$ cat config.mk
export PLATFORM = sky130hd
export DESIGN_NAME = hwloop_ctrl
export DESIGN_NICKNAME = d
export VERILOG_FILES = /design/src/rtl/hwloop_pkg.sv /design/src/rtl/hwloop_counter.sv /design/src/rtl/hwloop_match.sv /design/src/rtl/hwloop_ctx.sv /design/src/rtl/hwloop_ctrl.sv
export SDC_FILE = /design/constraint.sdc
export NUM_CORES = 1
export LEC_CHECK = 0
export BUFFER_PORTS_ARGS = -buffer_cell sky130_fd_sc_hd__clkbuf_2
export CAP_MARGIN = 10
export CORE_MARGIN = 10
export CORE_UTILIZATION = 35
export DETAILED_ROUTE_END_ITERATION = 8
export GPL_TIMING_DRIVEN = 0
export SYNTH_ARGS = -nofsm -noshare
export SYNTH_HDL_FRONTEND = slang
export SYNTH_HIERARCHICAL = 1
export SYNTH_SLANG_ARGS = --single-unit
$ cat constraint.sdc
create_clock -name clk -period 5.6 [get_ports clk]
set_clock_uncertainty 0.1 [all_clocks]
set_input_delay 1.12 -clock clk [delete_from_list [all_inputs] [get_ports clk]]
set_output_delay 1.12 -clock clk [all_outputs]
set_load 0.005 [all_outputs]
$ cat src/rtl/hwloop_pkg.sv
package hwloop_pkg;

   // Event taken by the controller in a cycle.
   typedef enum logic [1:0] {
      EV_IDLE   = 2'd0,
      EV_REPEAT = 2'd1,
      EV_EXIT   = 2'd2,
      EV_LOAD   = 2'd3
   } loop_ev_e;

   function automatic bit is_pow2(input int unsigned v);
      return (v != 0) && ((v & (v - 1)) == 0);
   endfunction

endpackage

$ cat src/rtl/hwloop_counter.sv
module hwloop_counter #(
   parameter int unsigned CW = 8
) (
   input  logic          clk,
   input  logic          rst_n,
   input  logic          load,
   input  logic [CW-1:0] load_val,
   input  logic          dec,
   output logic [CW-1:0] cnt,
   output logic          borrow
);

   initial begin
      if (CW < 1) $error("hwloop_counter: CW must be at least 1");
   end

   logic at_zero;
   assign at_zero = (cnt == '0);
   assign borrow  = dec && at_zero;

   always_ff @(posedge clk or negedge rst_n) begin
      if (!rst_n)             cnt <= '0;
      else if (load)          cnt <= load_val;
      else if (dec && !at_zero) cnt <= cnt - 1'b1;
   end

endmodule

$ cat src/rtl/hwloop_match.sv
module hwloop_match #(
   parameter int unsigned AW    = 16,
   parameter int unsigned LSB_W = 1
) (
   input  logic          en,
   input  logic [AW-1:0] addr,
   input  logic [AW-1:0] target,
   output logic          hit
);

   initial begin
      if (LSB_W >= AW) $error("hwloop_match: LSB_W must be below AW");
   end

   generate
      if (LSB_W > 0) begin : g_word
         // Word-aligned fetch: byte offset bits never differ, skip them.
         assign hit = en && (addr[AW-1:LSB_W] == target[AW-1:LSB_W]);
      end else begin : g_full
         assign hit = en && (addr == target);
      end
   endgenerate

endmodule

$ cat src/rtl/hwloop_ctx.sv
module hwloop_ctx #(
   parameter int unsigned AW = 16
) (
   input  logic          clk,
   input  logic          rst_n,
   input  logic          load,
   input  logic          clear,
   input  logic [AW-1:0] start_in,
   input  logic [AW-1:0] end_in,
   output logic [AW-1:0] start_q,
   output logic [AW-1:0] end_q,
   output logic          active_q
);

   always_ff @(posedge clk or negedge rst_n) begin
      if (!rst_n) begin
         start_q  <= '0;
         end_q    <= '0;
         active_q <= 1'b0;
      end else if (load) begin
         start_q  <= start_in;
         end_q    <= end_in;
         active_q <= 1'b1;
      end else if (clear) begin
         active_q <= 1'b0;
      end
   end

endmodule

$ cat src/rtl/hwloop_ctrl.sv
module hwloop_ctrl
   import hwloop_pkg::*;
#(
   parameter int unsigned AW   = 16,
   parameter int unsigned CW   = 8,
   parameter int unsigned STEP = 2
) (
   input  logic          clk,
   input  logic          rst_n,
   input  logic          do_start,
   input  logic [CW-1:0] do_count,
   input  logic [AW-1:0] do_start_addr,
   input  logic [AW-1:0] do_end_addr,
   input  logic          pf_valid,
   input  logic [AW-1:0] pf_addr,
   output logic          redirect,
   output logic [AW-1:0] next_pc,
   output logic          loop_active
);

   localparam int unsigned LSB_W = (STEP > 1) ? $clog2(STEP) : 0;
   localparam logic [AW-1:0] STEP_V = AW'(STEP);

   initial begin
      if (!is_pow2(STEP)) $error("hwloop_ctrl: STEP must be a power of two");
      if (AW <= LSB_W)    $error("hwloop_ctrl: AW too small for STEP");
      if (CW < 1)         $error("hwloop_ctrl: CW must be at least 1");
   end

   logic [AW-1:0] loop_start;
   logic [AW-1:0] loop_end;
   logic [CW-1:0] iter_cnt;
   logic          end_hit;
   logic          cnt_borrow;
   logic          take_pass;
   loop_ev_e      ev;

   hwloop_ctx #(.AW(AW)) u_ctx (
      .clk      (clk),
      .rst_n    (rst_n),
      .load     (do_start),
      .clear    (ev == EV_EXIT),
      .start_in (do_start_addr),
      .end_in   (do_end_addr),
      .start_q  (loop_start),
      .end_q    (loop_end),
      .active_q (loop_active)
   );

   hwloop_match #(.AW(AW), .LSB_W(LSB_W)) u_match (
      .en     (loop_active && pf_valid),
      .addr   (pf_addr),
      .target (loop_end),
      .hit    (end_hit)
   );

   // A reload takes priority over any match against the old loop.
   assign take_pass = end_hit && !do_start;

   hwloop_counter #(.CW(CW)) u_cnt (
      .clk      (clk),
      .rst_n    (rst_n),
      .load     (do_start),
      .load_val (do_count),
      .dec      (take_pass),
      .cnt      (iter_cnt),
      .borrow   (cnt_borrow)
   );

   always_comb begin
      if (do_start)                     ev = EV_LOAD;
      else if (take_pass && cnt_borrow) ev = EV_EXIT;
      else if (take_pass)               ev = EV_REPEAT;
      else                              ev = EV_IDLE;
   end

   assign redirect = (ev == EV_REPEAT);
   assign next_pc  = redirect ? loop_start : (pf_addr + STEP_V);

endmodule

### Word level (Yosys, flattened, before mapping)

Index checks and enable logic that the tools add are counted.

| word-level totals | value |
|---|---|
| bits in registers | 41 |
| input port bits | 60 |
| output and inout port bits | 18 |

| cells by class | value |
|---|---|
| add/sub/neg operators | 2 |
| eq/ne operators | 3 |
| mux-type cells | 8 |
| reduce and logical (&&, ||, !) cells | 11 |

Operators with widths:

| cell | count |
|---|---|
| $add A16 B2 Y16 const B | 1 |
| $mux W16 | 1 |
| $mux W8 | 2 |
| $eq A15 B15 Y1 | 1 |
| $logic_not A8 Y1 | 1 |
| $sub A8 B1 Y8 const B | 1 |
| $logic_and A1 B1 Y1 | 6 |
| $mux W2 | 2 |
| $reduce_bool A2 Y1 | 2 |
| $mux W1 | 3 |
| $eq A2 B1 Y1 const B | 1 |
| $eq A2 B2 Y1 const B | 1 |
| $logic_not A1 Y1 | 2 |

### Depth between registers and ports, before layout

| depth | value |
|---|---|
| depth after elaboration | 10 |
| mapped depth | 10 |

### Cells and area by module

The synthesis kept the hierarchy.

Modules (own cells, without submodules):

| module | times used | cells an instance | area an instance (um^2) |
|---|---|---|---|
| hwloop_ctx | 1 | 71 | 1377.6 |
| hwloop_counter | 1 | 60 | 539.3 |
| hwloop_ctrl | 1 | 73 | 464.2 |
| hwloop_match | 1 | 20 | 168.9 |

### Worst setup path after synthesis

OpenSTA, ideal clock, no wires.

| path | value |
|---|---|
| path type | input to output |
| start point | input port pf_addr[5] |
| end point | output port next_pc[15] |
| data arrival time | 2.637 ns |
| data required time | 4.380 ns |
| setup slack | 1.743 ns |
| stages | 9 |
| buffers on the path | 2 |
| cells stage by stage | xnor2_1 nand4_1 nor4_2 nor2b_1 buf_2 and3_1 nor2b_1 buf_2 mux2_1 |

| on the way | value |
|---|---|
| longest elaborated chain between the ends | 9 |
| elaborated cells on any way between the ends | 11 |
| classes of those cells | add/sub (1); eq/ne (2); mux (4); reduce/logical (4) |

RTL lines:

| element | line | text |
|---|---|---|
| start, declared | hwloop_ctrl.sv:15 | `input logic [AW-1:0] pf_addr,` |
| $eq A15 B15 Y1 | hwloop_match.sv:18 | `assign hit = en && (addr[AW-1:LSB_W] == target[AW-1:LSB_W]);` |
| $logic_and A1 B1 Y1 | hwloop_match.sv:18 |  |
| named net end_hit | hwloop_ctrl.sv:33 | `logic end_hit;` |
| $logic_and A1 B1 Y1 | hwloop_ctrl.sv:58 | `assign take_pass = end_hit && !do_start;` |
| named net take_pass | hwloop_ctrl.sv:35 | `logic take_pass;` |
| $logic_and A1 B1 Y1 | hwloop_counter.sv:19 | `assign borrow = dec && at_zero;` |
| named net cnt_borrow | hwloop_ctrl.sv:34 | `logic cnt_borrow;` |
| $logic_and A1 B1 Y1 | hwloop_ctrl.sv:72 | `else if (take_pass && cnt_borrow) ev = EV_EXIT;` |
| $mux W2 | hwloop_ctrl.sv:72 |  |
| $mux W2 | hwloop_ctrl.sv:71 | `if (do_start) ev = EV_LOAD;` |
| $eq A2 B1 Y1 | hwloop_ctrl.sv:77 | `assign redirect = (ev == EV_REPEAT);` |
| $mux W16 | hwloop_ctrl.sv:78 | `assign next_pc = redirect ? loop_start : (pf_addr + STEP_V);` |
| end, declared | hwloop_ctrl.sv:17 | `output logic [AW-1:0] next_pc,` |

The timed path passes the listed nets, and every way through them passes these cells.

### Worst setup path in the final report

| path | value |
|---|---|
| start point | input port pf_addr[9] |
| end point | output port next_pc[15] |

The elaborated chain is that of the path after synthesis.

==> summary.md <==
| Metric | Value |
|---|---|
| Post-CTS sizing | 0 |
| Number of max-cap violations | 0 |
| Pin count of the biggest net entering global routing | a little over 40 |
| Worst hold slack | a little over 0.4 ns |
| Worst hold stages | 1 |
| Antenna cells | 0 |
| Initial drt markers | 39 |
| Antenna violations before repair | 0 |
| Pwr Density | between 200 and 250 nW/um2 |
| Die Width | around 100 um |
| Clock Path Buffers | 2 |
| CP delay by family, top | simple AND/OR/NAND/NOR gates |
| Port-buffer cells | 76 |
| Drt drc | 0 |
| Slowest-stage cell, CP | mux2_1 |
| Syn Nets | about 280 |
| Drt pass-1 iters | 4 |
| Critical Path AT | around 3.2 ns |
| Critical Path Source Type | input port |
| Setup Buffers After CTS | 0 |
| Clk_lat worst skew | about 0.29 ns |
| CP Data Required Time | roughly 4.4 ns |
| Share of layout cells above drive strength 1 | 0.441 |
| Capture point of the worst reg-to-reg path | u_cnt/cnt[5] |
| Root Driver | clkbuf_8 |
| Setup-failing EPs final | 0 |
| Comb power frac | 0.204 |
| Buf/Inv on CP | 4 |
| DP HPWL | slightly above 5000 um |
| CP endpoint kind | output pin |
| Internal power | approximately 530 uW |
| Row count | 30 |
| Post-synthesis cell count | between 200 and 250 |
| RSZ-0062 raised after global routing | no |
| Syn Std Cell Area | about 2500 um2 |
| Top Ports | 78 |
| Fillers | between 600 and 700 |
| Slew HR | 0.325 |
| VDD IR max | roughly 0.11 mV |
| CP Max Fanout | 10 |
| Critical path class | input port to output pin |
| Status | finished, final reports clean |
| Core area | 6870 um2 |
| WL/cell | roughly 16 um |
| Die Y | 105 um |
| Clock power frac | 0.323 |
| Final period utilization | 0.795 |
| Vias | around 1,900 |
| Critical Path Max Stage Delay | between 0.3 and 0.4 ns |
| Vias per cell | 4.71 |
| TritonCTS clock tree | built |
| YS warnings | 6 |
| Final slew viol count | 0 |
| Sw frac | 0.251 |
| CP cell instances | clkbuf_2, xnor2_1, nand4_1, nor4_2, nor2b_1, buf_2, and3_1, nor2b_1, buf_2, mux2_1, clkbuf_2 |
| Starting density of the core | 0.365 |
| Hold_buf cts | 0 |
| Leak Pwr | 1.39 nW |
| Hold Path Class | flop to flop |
| GR Overflow Total | 0 |
| Total GRT Usage | 0.118 |
| Tmin final | ~4.5 ns |
| Worst slew pin tran | slightly above 1 ns |
| Final Net Count | 367 |
| Die area | 11,000 um2 |
| Number of global-route vias before repair | roughly 2,100 |
| Seq pwr share | 0.474 |
| Cell count of the worst reg-to-reg path | 8 |
| Post-DRT Antenna Nets | 0 |
| Fin. Hold Viols | 0 |
| Area Overhead vs Synth | 24.2% |
| Switching power | about 180 uW |
| CTS buffer count | 5 |
| H-tree levels | 2 |
| DRT Wirelength | between 6000 and 7000 um |
| Syn Area/Cell | 11.3 um2 |
| Setup crit start | pf_addr[9] |
| First-pass GRT wire length | about 11,000 um |
| Register-to-register setup slack | approximately 2.8 ns |
| F_max | around 0.22 GHz |
| Setup_tns | 0 ns |
| Worst Hold End | u_ctx/start_q[11] |
| Reg-to-Reg Start | u_ctx/end_q[9] |
| CTS Sinks | 40 |
| Min-delay src | u_ctx/start_q[11] |
| Worst-path clk slew | roughly 0.070 ns |
| GPL Wtd Cong | 0.824 |
## registers in the layout (all words and copies together), names as in the netlist
register / flops
u_ctx/end_q: 15
u_ctx/active_q: 1
u_cnt/cnt: 8
u_ctx/start_q: 16
## layer usage
metal  vias up  track usage  routed length [um]
met5         -            0                   0
met4         0       0.0265                  44
met3         4       0.0461                 468
met2        54        0.177                2820
met1       872        0.155                3130
li1        963            -                   -
## placed cells by master, fill, tap and decap left out, types with 6 or more instances in the layout
cell type / n
dfrtp_1: 40
nand4_1: 6
nor2_1: 9
nand2_1: 18
nor3_1: 6
clkbuf_2: 77
mux2_4: 28
inv_1: 9
o21ai_0: 9
xnor2_1: 26
## worst max-delay path by stage
stage / to / slack [ns] / cells past startpoint
6_report: next_pc[15] / 1.15 / 11
5_1_grt: next_pc[15] / 0.91 / 11
4_1_cts: next_pc[15] / 1.11 / 11
3_5_place_dp: next_pc[15] / 1.12 / 11
3_3_place_gp: next_pc[15] / 1.12 / 11
2_1_floorplan: next_pc[15] / 1.74 / 9
## layout make-up
cell class | instances | area, um2 | share of cell area
multi-input combinational | 161 | 1360 | 0.436
sequential | 40 | 1000 | 0.321
timing repair buffer | 76 | 380 | 0.122
tap | 96 | 120 | 0.0385
buffer | 11 | 111 | 0.0357
clock buffer | 6 | 72.6 | 0.0233
inverter | 10 | 37.5 | 0.0120
clock inverter | 2 | 35.0 | 0.0112
## worst reg2reg max path, delay by kind of cell (launching register included)
family | cells | cell delay [ns]
and+or+nand+nor | 5 | 1.63
buffers and inverters | 1 | 0.21
AOI/OAI and AO/OA | 1 | 0.16
DFF | 1 | 0.40
xor gates and xnor gates | 1 | 0.22
## power by group through the flow
| stage | sequential, mW | clock, mW | combinational (mW) |
|---|---|---|---|
| finish | 0.337 | 0.229 | 0.145 |
| global route | 0.341 | 0.250 | 0.161 |
| detailed placement | 0.342 | 0 | 0.147 |
| CTS | 0.337 | 0.238 | 0.147 |
| floorplan | 0.337 | 0 | 0.0926 |
| global placement | 0.342 | 0 | 0.145 |
## stage by stage
step | instance area [um2] | cells | utilization | total power, mW | setup slack [ns]
after detailed placement | 3010 | 394 | 0.438 | 0.489 | 1.12
after floorplan | 2510 | 222 | - | 0.429 | 1.74
after global routing | 3120 | 402 | 0.454 | 0.752 | 0.911
final | 3120 | 402 | 0.454 | 0.711 | 1.15
after CTS | 3120 | 402 | 0.454 | 0.722 | 1.11
after global placement | 3010 | 394 | 0.438 | 0.487 | 1.12
(Power assumes the default switching activity.)
